--- src/rtl/qkd_pkg.sv ---
package qkd_pkg;

    // Outcome of one evaluation of the step detector.
    typedef enum logic [1:0] {
        STEP_NONE = 2'd0,
        STEP_CW   = 2'd1,
        STEP_CCW  = 2'd2
    } step_e;

    // Line A rising gives a step; line B picks the direction.
    function automatic step_e classify(input logic a_now, input logic a_prev, input logic b_now);
        if (a_now && !a_prev) begin
            return b_now ? STEP_CCW : STEP_CW;
        end
        return STEP_NONE;
    endfunction

endpackage

--- src/rtl/qkd_sync.sv ---
module qkd_sync #(
    parameter int STAGES = 2
) (
    input  logic clk,
    input  logic din,
    output logic dout
);
    logic [STAGES-1:0] chain_d;
    logic [STAGES-1:0] chain_q;

    // The flops keep sampling in reset, so the filters can copy a valid level.
    always_comb begin
        chain_d = {chain_q[STAGES-2:0], din};
    end

    always_ff @(posedge clk) begin
        chain_q <= chain_d;
    end

    assign dout = chain_q[STAGES-1];
endmodule

--- src/rtl/qkd_filter.sv ---
module qkd_filter #(
    parameter int HOLD  = 25000,
    localparam int CNT_W = (HOLD > 2) ? $clog2(HOLD) : 1
) (
    input  logic clk,
    input  logic rst,
    input  logic din,
    output logic lvl
);
    typedef struct packed {
        logic             lvl;
        logic [CNT_W-1:0] cnt;
    } flt_t;

    localparam logic [CNT_W-1:0] LAST = CNT_W'(HOLD - 1);

    flt_t st_d;
    flt_t st_q;

    always_comb begin
        st_d = st_q;
        if (rst) begin
            st_d.lvl = din;
            st_d.cnt = '0;
        end else if (din == st_q.lvl) begin
            st_d.cnt = '0;
        end else if (st_q.cnt == LAST) begin
            st_d.lvl = din;
            st_d.cnt = '0;
        end else begin
            st_d.cnt = st_q.cnt + 1'b1;
        end
    end

    always_ff @(posedge clk) begin
        st_q <= st_d;
    end

    assign lvl = st_q.lvl;
endmodule

--- src/rtl/qkd_stepper.sv ---
module qkd_stepper
    import qkd_pkg::*;
#(
    parameter int POS_W = 8
) (
    input  logic             clk,
    input  logic             rst,
    input  logic             line_a,
    input  logic             line_b,
    output logic [POS_W-1:0] pos,
    output logic             cw,
    output logic             ccw
);
    typedef struct packed {
        logic             a_prev;
        logic             cw;
        logic             ccw;
        logic [POS_W-1:0] pos;
    } stp_t;

    stp_t  st_d;
    stp_t  st_q;
    step_e kind;

    always_comb begin
        kind      = classify(line_a, st_q.a_prev, line_b);
        st_d      = st_q;
        st_d.a_prev = line_a;
        st_d.cw   = 1'b0;
        st_d.ccw  = 1'b0;
        if (rst) begin
            st_d.pos = '0;
        end else begin
            case (kind)
                STEP_CW: begin
                    st_d.cw  = 1'b1;
                    st_d.pos = st_q.pos + 1'b1;
                end
                STEP_CCW: begin
                    st_d.ccw = 1'b1;
                    st_d.pos = st_q.pos - 1'b1;
                end
                default: ;
            endcase
        end
    end

    always_ff @(posedge clk) begin
        st_q <= st_d;
    end

    assign pos = st_q.pos;
    assign cw  = st_q.cw;
    assign ccw = st_q.ccw;
endmodule

--- src/rtl/quad_knob_decoder.sv ---
module quad_knob_decoder #(
    parameter int HOLD_CYCLES = 25000,
    parameter int SYNC_STAGES = 2,
    parameter int POS_W       = 8
) (
    input  logic             clk,
    input  logic             rst,
    input  logic [1:0]       knob_raw,
    output logic [POS_W-1:0] knob_pos,
    output logic             step_cw,
    output logic             step_ccw
);
    localparam int LINES = 2;
    localparam int LINE_A = 0;
    localparam int LINE_B = 1;

    logic [LINES-1:0] sync_lvl;
    logic [LINES-1:0] clean_lvl;

    for (genvar ln = 0; ln < LINES; ln++) begin : g_line
        qkd_sync #(
            .STAGES(SYNC_STAGES)
        ) u_sync (
            .clk (clk),
            .din (knob_raw[ln]),
            .dout(sync_lvl[ln])
        );

        qkd_filter #(
            .HOLD(HOLD_CYCLES)
        ) u_filt (
            .clk(clk),
            .rst(rst),
            .din(sync_lvl[ln]),
            .lvl(clean_lvl[ln])
        );
    end

    qkd_stepper #(
        .POS_W(POS_W)
    ) u_step (
        .clk   (clk),
        .rst   (rst),
        .line_a(clean_lvl[LINE_A]),
        .line_b(clean_lvl[LINE_B]),
        .pos   (knob_pos),
        .cw    (step_cw),
        .ccw   (step_ccw)
    );
endmodule

--- config.mk ---
export PLATFORM = sky130hd
export DESIGN_NAME = quad_knob_decoder
export DESIGN_NICKNAME = d
export VERILOG_FILES = /design/src/rtl/qkd_pkg.sv /design/src/rtl/qkd_sync.sv /design/src/rtl/qkd_filter.sv /design/src/rtl/qkd_stepper.sv /design/src/rtl/quad_knob_decoder.sv
export SDC_FILE = /design/constraint.sdc
export NUM_CORES = 1
export LEC_CHECK = 0
export BUFFER_PORTS_ARGS = -buffer_cell sky130_fd_sc_hd__buf_2
export CAP_MARGIN = 20
export CORE_MARGIN = 2
export CORE_UTILIZATION = 53
export CTS_CLUSTER_DIAMETER = 60
export DETAILED_ROUTE_END_ITERATION = 7
export GPL_ROUTABILITY_DRIVEN = 0
export HOLD_SLACK_MARGIN = 0.06
export PLACE_DENSITY = 0.79
export SYNTH_ARGS = -nofsm -noshare
export SYNTH_HDL_FRONTEND = slang
export SYNTH_HIERARCHICAL = 1
export SYNTH_SLANG_ARGS = --single-unit
export TNS_END_PERCENT = 50
--- constraint.sdc ---
create_clock -name clk -period 1.9 [get_ports clk]
set_clock_uncertainty 0.2 [all_clocks]
set_input_delay 0.285 -clock clk [delete_from_list [all_inputs] [get_ports clk]]
set_output_delay 0.285 -clock clk [all_outputs]
set_load 0.02 [all_outputs]
; Word-level counts from Yosys, hierarchy flattened
; Index checks and enable logic that the tools add are counted.
[word_totals]
reg_bits = 47
in_bits = 4
out_inout_bits = 10
word_cells = 48
[op_classes]
add_sub_neg = 4
eq_ne = 8
muxes = 17
n_reduce_logical = 9
[ops]
columns = operator, n
row1 = $mux W15, 4
row2 = $mux W16, 2
row3 = $add A15 B1 Y15 const B, 2
row4 = $eq A15 B15 Y1 const B, 2
row5 = $pmux W8 S2, 1
row6 = $add A8 B1 Y8 const B, 1
row7 = $sub A8 B1 Y8 const B, 1
row8 = $mux W1, 7
row9 = $mux W2, 3
row10 = $reduce_bool A2 Y1, 3
row11 = $reduce_or A3 Y1, 2
row12 = $ne A2 B2 Y1 const B, 2
row13 = $reduce_and A2 Y1, 2
row14 = $eq A1 B1 Y1, 2
row15 = $eq A2 B1 Y1 const B, 1
row16 = $eq A2 B2 Y1 const B, 1
row17 = $logic_and A1 B1 Y1, 1
row18 = $logic_not A1 Y1, 1

; Logic depth before layout (Yosys ltp)
[depth]
ltp_word = 6
ltp_mapped = 9
mapped_depth_nobuf = 8

; Cells and area by module
; Netlist, hierarchy kept.
[modules_own_cells]
columns = mod, n_inst, cells_each, area_per_inst_um2, seq_area_each_um2
row1 = qkd_filter, 2, 80, 739.5, 330.3
row2 = qkd_stepper, 1, 70, 634.4, 220.2
row3 = qkd_sync, 2, 2, 40.0, 40.0

; Worst setup path after synthesis
; OpenSTA, ideal clock, no wires.
[synth_path]
path_kind = register to register
startpoint = register g_line[0].u_filt.st_q, in the netlist g_line[0].u_filt/lvl
endpoint = register u_step.st_q, in the netlist u_step/pos[2]
setup_time_ps = 128
arrival_time_ps = 1720
required_ps = 1572
path_slack_ps = -148
stages_incl_launch_ff = 10
n_path_buf = 1
synth_period_minus_slack_ps = 2048
path_cell_list = edfxtp_1 -> nor2b_1 -> clkbuf_1 -> nand2_1 -> xnor2_1 -> ha_1 -> and2b_2 -> o21ai_0 -> xor2_1 -> nor2_1
[synth_between]
elab_chain_len = 5
word_cells_on_any_way = 7
classes_between = eq/ne: 2 / mux: 3 / reduce/logical: 2
[synth_rtl]
columns = item, line
row1 = "start, declared", qkd_filter.sv:18  ; flt_t st_q;
row2 = "start signal, assigned", qkd_filter.sv:36  ; st_q <= st_d;
row3 = $logic_and A1 B1 Y1 *, qkd_pkg.sv:12  ; if (a_now && !a_prev) begin
row4 = $mux W1 *, qkd_pkg.sv:12
row5 = $mux W2 *, qkd_pkg.sv:15  ; return STEP_NONE;
row6 = $eq A2 B2 Y1 / $eq A2 B1 Y1 (equally long branches), qkd_stepper.sv:34  ; case (kind)
row7 = $pmux W8 S2 / $reduce_bool A2 Y1 (equally long branches), --
row8 = "end signal, assigned", qkd_stepper.sv:49  ; st_q <= st_d;
row9 = "end, declared", qkd_stepper.sv:22  ; stp_t st_q;
; Every way passes the cells marked *; elsewhere a longest branch is shown, timed or not.
; A chain may end at the register's enable or synchronous reset.

; Final worst setup path
[layout_path]
startpoint = register g_line[0].u_filt.st_q, in the netlist g_line[0].u_filt/lvl
endpoint = register u_step.st_q, in the netlist u_step/pos[7]
; The elaborated chain is that of the path after synthesis.

==> impl_metrics.env <==
export IMPL_firstDrtPassIters=4
export IMPL_grt_usage_pct=18.1
export IMPL_numClockSinks=47
export IMPL_clkTransAtPathRegs_ns=0.09
export IMPL_synthFlopType="dfxtp_1"
export IMPL_diodes=0
export IMPL_cp_start_kind="flop"
export IMPL_final_util_pct=63.4
export IMPL_nets=269
export IMPL_worst_slew_pin_slew_ns=0.394
export IMPL_synthSimpleGateAreaFrac_pct=29.8
export IMPL_dp_hpwl_um=2730
export IMPL_synth_area_top_cells="dfxtp_1 41%, nor2_1 6.5%, xnor2_1 6.0%"
export IMPL_slowest_delay_ns=0.40
export IMPL_cpMostUsedCell="buf_4"
export IMPL_synth_xor_area_share_pct=12.0
export IMPL_die_height_um=68.3
export IMPL_slew_viol_final=0
export IMPL_hold_violations=0
export IMPL_synth_edf_count=2
export IMPL_io_buffers=13
export IMPL_cts_buffers=5
export IMPL_synth_top_cell_area_share_pct=41.1
export IMPL_r2r_start="g_line[0].u_filt/lvl"
export IMPL_cp_slowest_cell="edfxtp_1"
export IMPL_ys_warn_count=6
export IMPL_cts_htree_levels=2
export IMPL_synth_compound_area_share_pct=4.28
export IMPL_placementRows=23
export IMPL_worst_path_max_fanout=6
export IMPL_grt_pass1_wl_um=6280
export IMPL_core_um2=4000
export IMPL_synth_most_common_cell="dfxtp_1"
export IMPL_path_class="reg -> reg"
export IMPL_nFillCells=322
export IMPL_hp_start="g_line[1].u_sync/chain_q[0]"
export IMPL_synthAdderAreaFrac_pct=1.71
export IMPL_fin_tns_setup_ns=0
export IMPL_whs_ns=0.124
export IMPL_fmax_ghz=0.529
export IMPL_die_area_um2=4670
export IMPL_maxCapViolCount=0
export IMPL_relSlewSlack_pct=73.7
export IMPL_antenna_left=0
export IMPL_grt_max_degree=18
export IMPL_cts_root_buf="clkbuf_8"
export IMPL_initial_utilization_pct=54.8
export IMPL_r2r_slack_ns=0.01
export IMPL_viasPerCell=5.30
export IMPL_vias=1659
export IMPL_layout_drive_gt1_share_pct=25.9
export IMPL_die_x_um=68.3
export IMPL_period_minus_slack_ns=1.89
export IMPL_drt_initial_drc_count=123
export IMPL_syn_mean_instance_area_um2=9.37
export IMPL_dpl_instance_area_um2=2330
export IMPL_hp_class="reg -> reg"
export IMPL_async_reset_ff_share_pct=0
export IMPL_layout_cells_non_filler=313
export IMPL_syn_inst=234
export IMPL_antenna_found_initial=0
export IMPL_syn2layout_area_growth_pct=15.7
export IMPL_post_drt_wl_per_cell_um=12.9
export IMPL_synth_seq_cells=47
export IMPL_ys_seq_area_share_pct=43.8
export IMPL_yosysTopAreaCell="dfxtp_1"
export IMPL_required_ns=1.90
export IMPL_cp_data_arrival_time_ns=1.89
export IMPL_overflow=0
export IMPL_min_period_over_period_pct=99.4
export IMPL_pin_count=14
export IMPL_worstPathCellList="buf_4 -> buf_4 -> nand2b_1 -> nor3_1 -> a22oi_2 -> mux2_4"
export IMPL_max_clock_path_buffers=2
export IMPL_ys_types=41
export IMPL_syn_nets=241
export IMPL_reg2reg_depth=6
export IMPL_cts_tree="done"
export IMPL_worst_ir_drop_vdd_uv=473
export IMPL_syn_area_um2=2190
export IMPL_timing_rr_end="u_step/pos[7]"
export IMPL_first_global_vias=1471
export IMPL_rsz0062_at_grt="true"
export IMPL_yosys_top_cells_count="45 x dfxtp_1, 38 x nor2_1, 15 x xnor2_1, 15 x xor2_1, 14 x nand3_1"
export IMPL_wl_um=4040
export IMPL_status="complete, no violations"
export IMPL_synth_top_family_by_area="simple AND/OR/NAND/NOR gates"
export IMPL_place_inst=301
export IMPL_setup_viol=0
export IMPL_min_path_cells=0
export IMPL_final_area_um2=2540
export IMPL_min_to="g_line[1].u_sync/chain_q[1]"
export IMPL_worstSetupEndpointType="flop"
export IMPL_power_density_nw_per_um2=711
export IMPL_clock_latency_ns=0.30
export IMPL_muxShareOfSynthArea_pct=1.20
export IMPL_drc=0
export IMPL_p_leak_nw=0.952
[power breakdown]
part / internal, W / total, W / switching [W]
registers: 0.00102 / 0.00105 / 0.0000299
logic: 0.0000898 / 0.000181 / 0.0000910
clock network: 0.000257 / 0.000576 / 0.000319
[placed cells by master, fill, tap and decap left out, types with 5 or more instances in the layout]
cell / instances
dfxtp_1: 41
nor2_1: 38
buf_4: 18
xor2_1: 15
xnor2_1: 14
nand3_1: 14
buf_2: 13
nand2_1: 11
nand4_1: 8
nor3_1: 8
and3_1: 6
clkbuf_8: 5
a21oi_1: 5
[sequential cells by signal, summed over array words and instances, names as in the netlist]
register               cells
g_line.u_filt/st_q        30
u_step/pos                 8
g_line.u_sync/chain_q      4
g_line.u_filt/lvl          2
u_step/ccw                 1
u_step/cw                  1
u_step/st_q                1
[timing repair]
item / CTS / global route
buffers inserted: 0 / 2
gates cloned: 0 / 0
hold buffers: 2 / 0
setup endpoints to repair: 2 / 35
endpoints found under the hold margin: 2 / 0
resized for setup: 1 / 19
pin swaps: 1 / 6
[final cells by class]
| cell class | count | area, µm² | area share (%) |
|---|---|---|---|
| clock buffers | 6 | 72.6 | 2.86 |
| clock inverters | 2 | 12.5 | 0.493 |
| repair buffers | 37 | 265 | 10.5 |
| flip-flops and latches | 47 | 966 | 38.1 |
| well taps | 50 | 62.6 | 2.47 |
| inverters | 4 | 15.0 | 0.592 |
| multi-input cells | 167 | 1140 | 45.1 |
[logic make-up after synthesis]
family / after synthesis
AOI/OAI and AO/OA: 15
buffers and inverters: 20
DFF: 47
adders and majority gates: 3
xor gates and xnor gates: 30
and+or+nand+nor: 117
muxes: 2
[worst max-delay path: cells and delay by family (launching register included)]
kind	cells	cell delay (ns)
DFF	1	0.40
and+or+nand+nor	2	0.39
muxes	1	0.32
buffers and inverters	2	0.28
AOI/OAI and AO/OA	1	0.20
[worst max path at each step]
| stage | startpoint | cells past startpoint | slack, ns | to |
|---|---|---|---|---|
| floorplan | g_line[0].u_filt/lvl | 8 | -0.03 | u_step/pos[6] |
| global placement | g_line[1].u_filt/lvl | 4 | 0.05 | u_step/pos[7] |
| detailed placement | g_line[0].u_filt/lvl | 8 | 0.01 | u_step/pos[4] |
| CTS | g_line[0].u_filt/lvl | 8 | 0.002 | u_step/pos[4] |
| global route | g_line[1].u_filt/lvl | 4 | -0.06 | u_step/pos[7] |
| finish | g_line[0].u_filt/lvl | 6 | 0.01 | u_step/pos[7] |
[routing by layer]
layer	global-route usage, %	vias to the layer above	wire length (µm)
li1	-	854	-
met4	7.00	0	80
met1	22.3	766	1880
met2	29.0	30	1940
met5	0	-	0
met3	6.09	9	133
[through the flow]
step | worst slack, ns | power [W]
detailed placement | 0.0105 | 0.00123
floorplan | -0.0347 | 0.00120
CTS | 0.00150 | 0.00181
global placement | 0.0509 | 0.00122
finish | 0.0112 | 0.00181
global route | -0.0631 | 0.00188
No activity file was read; power rests on OpenSTA's default activity.
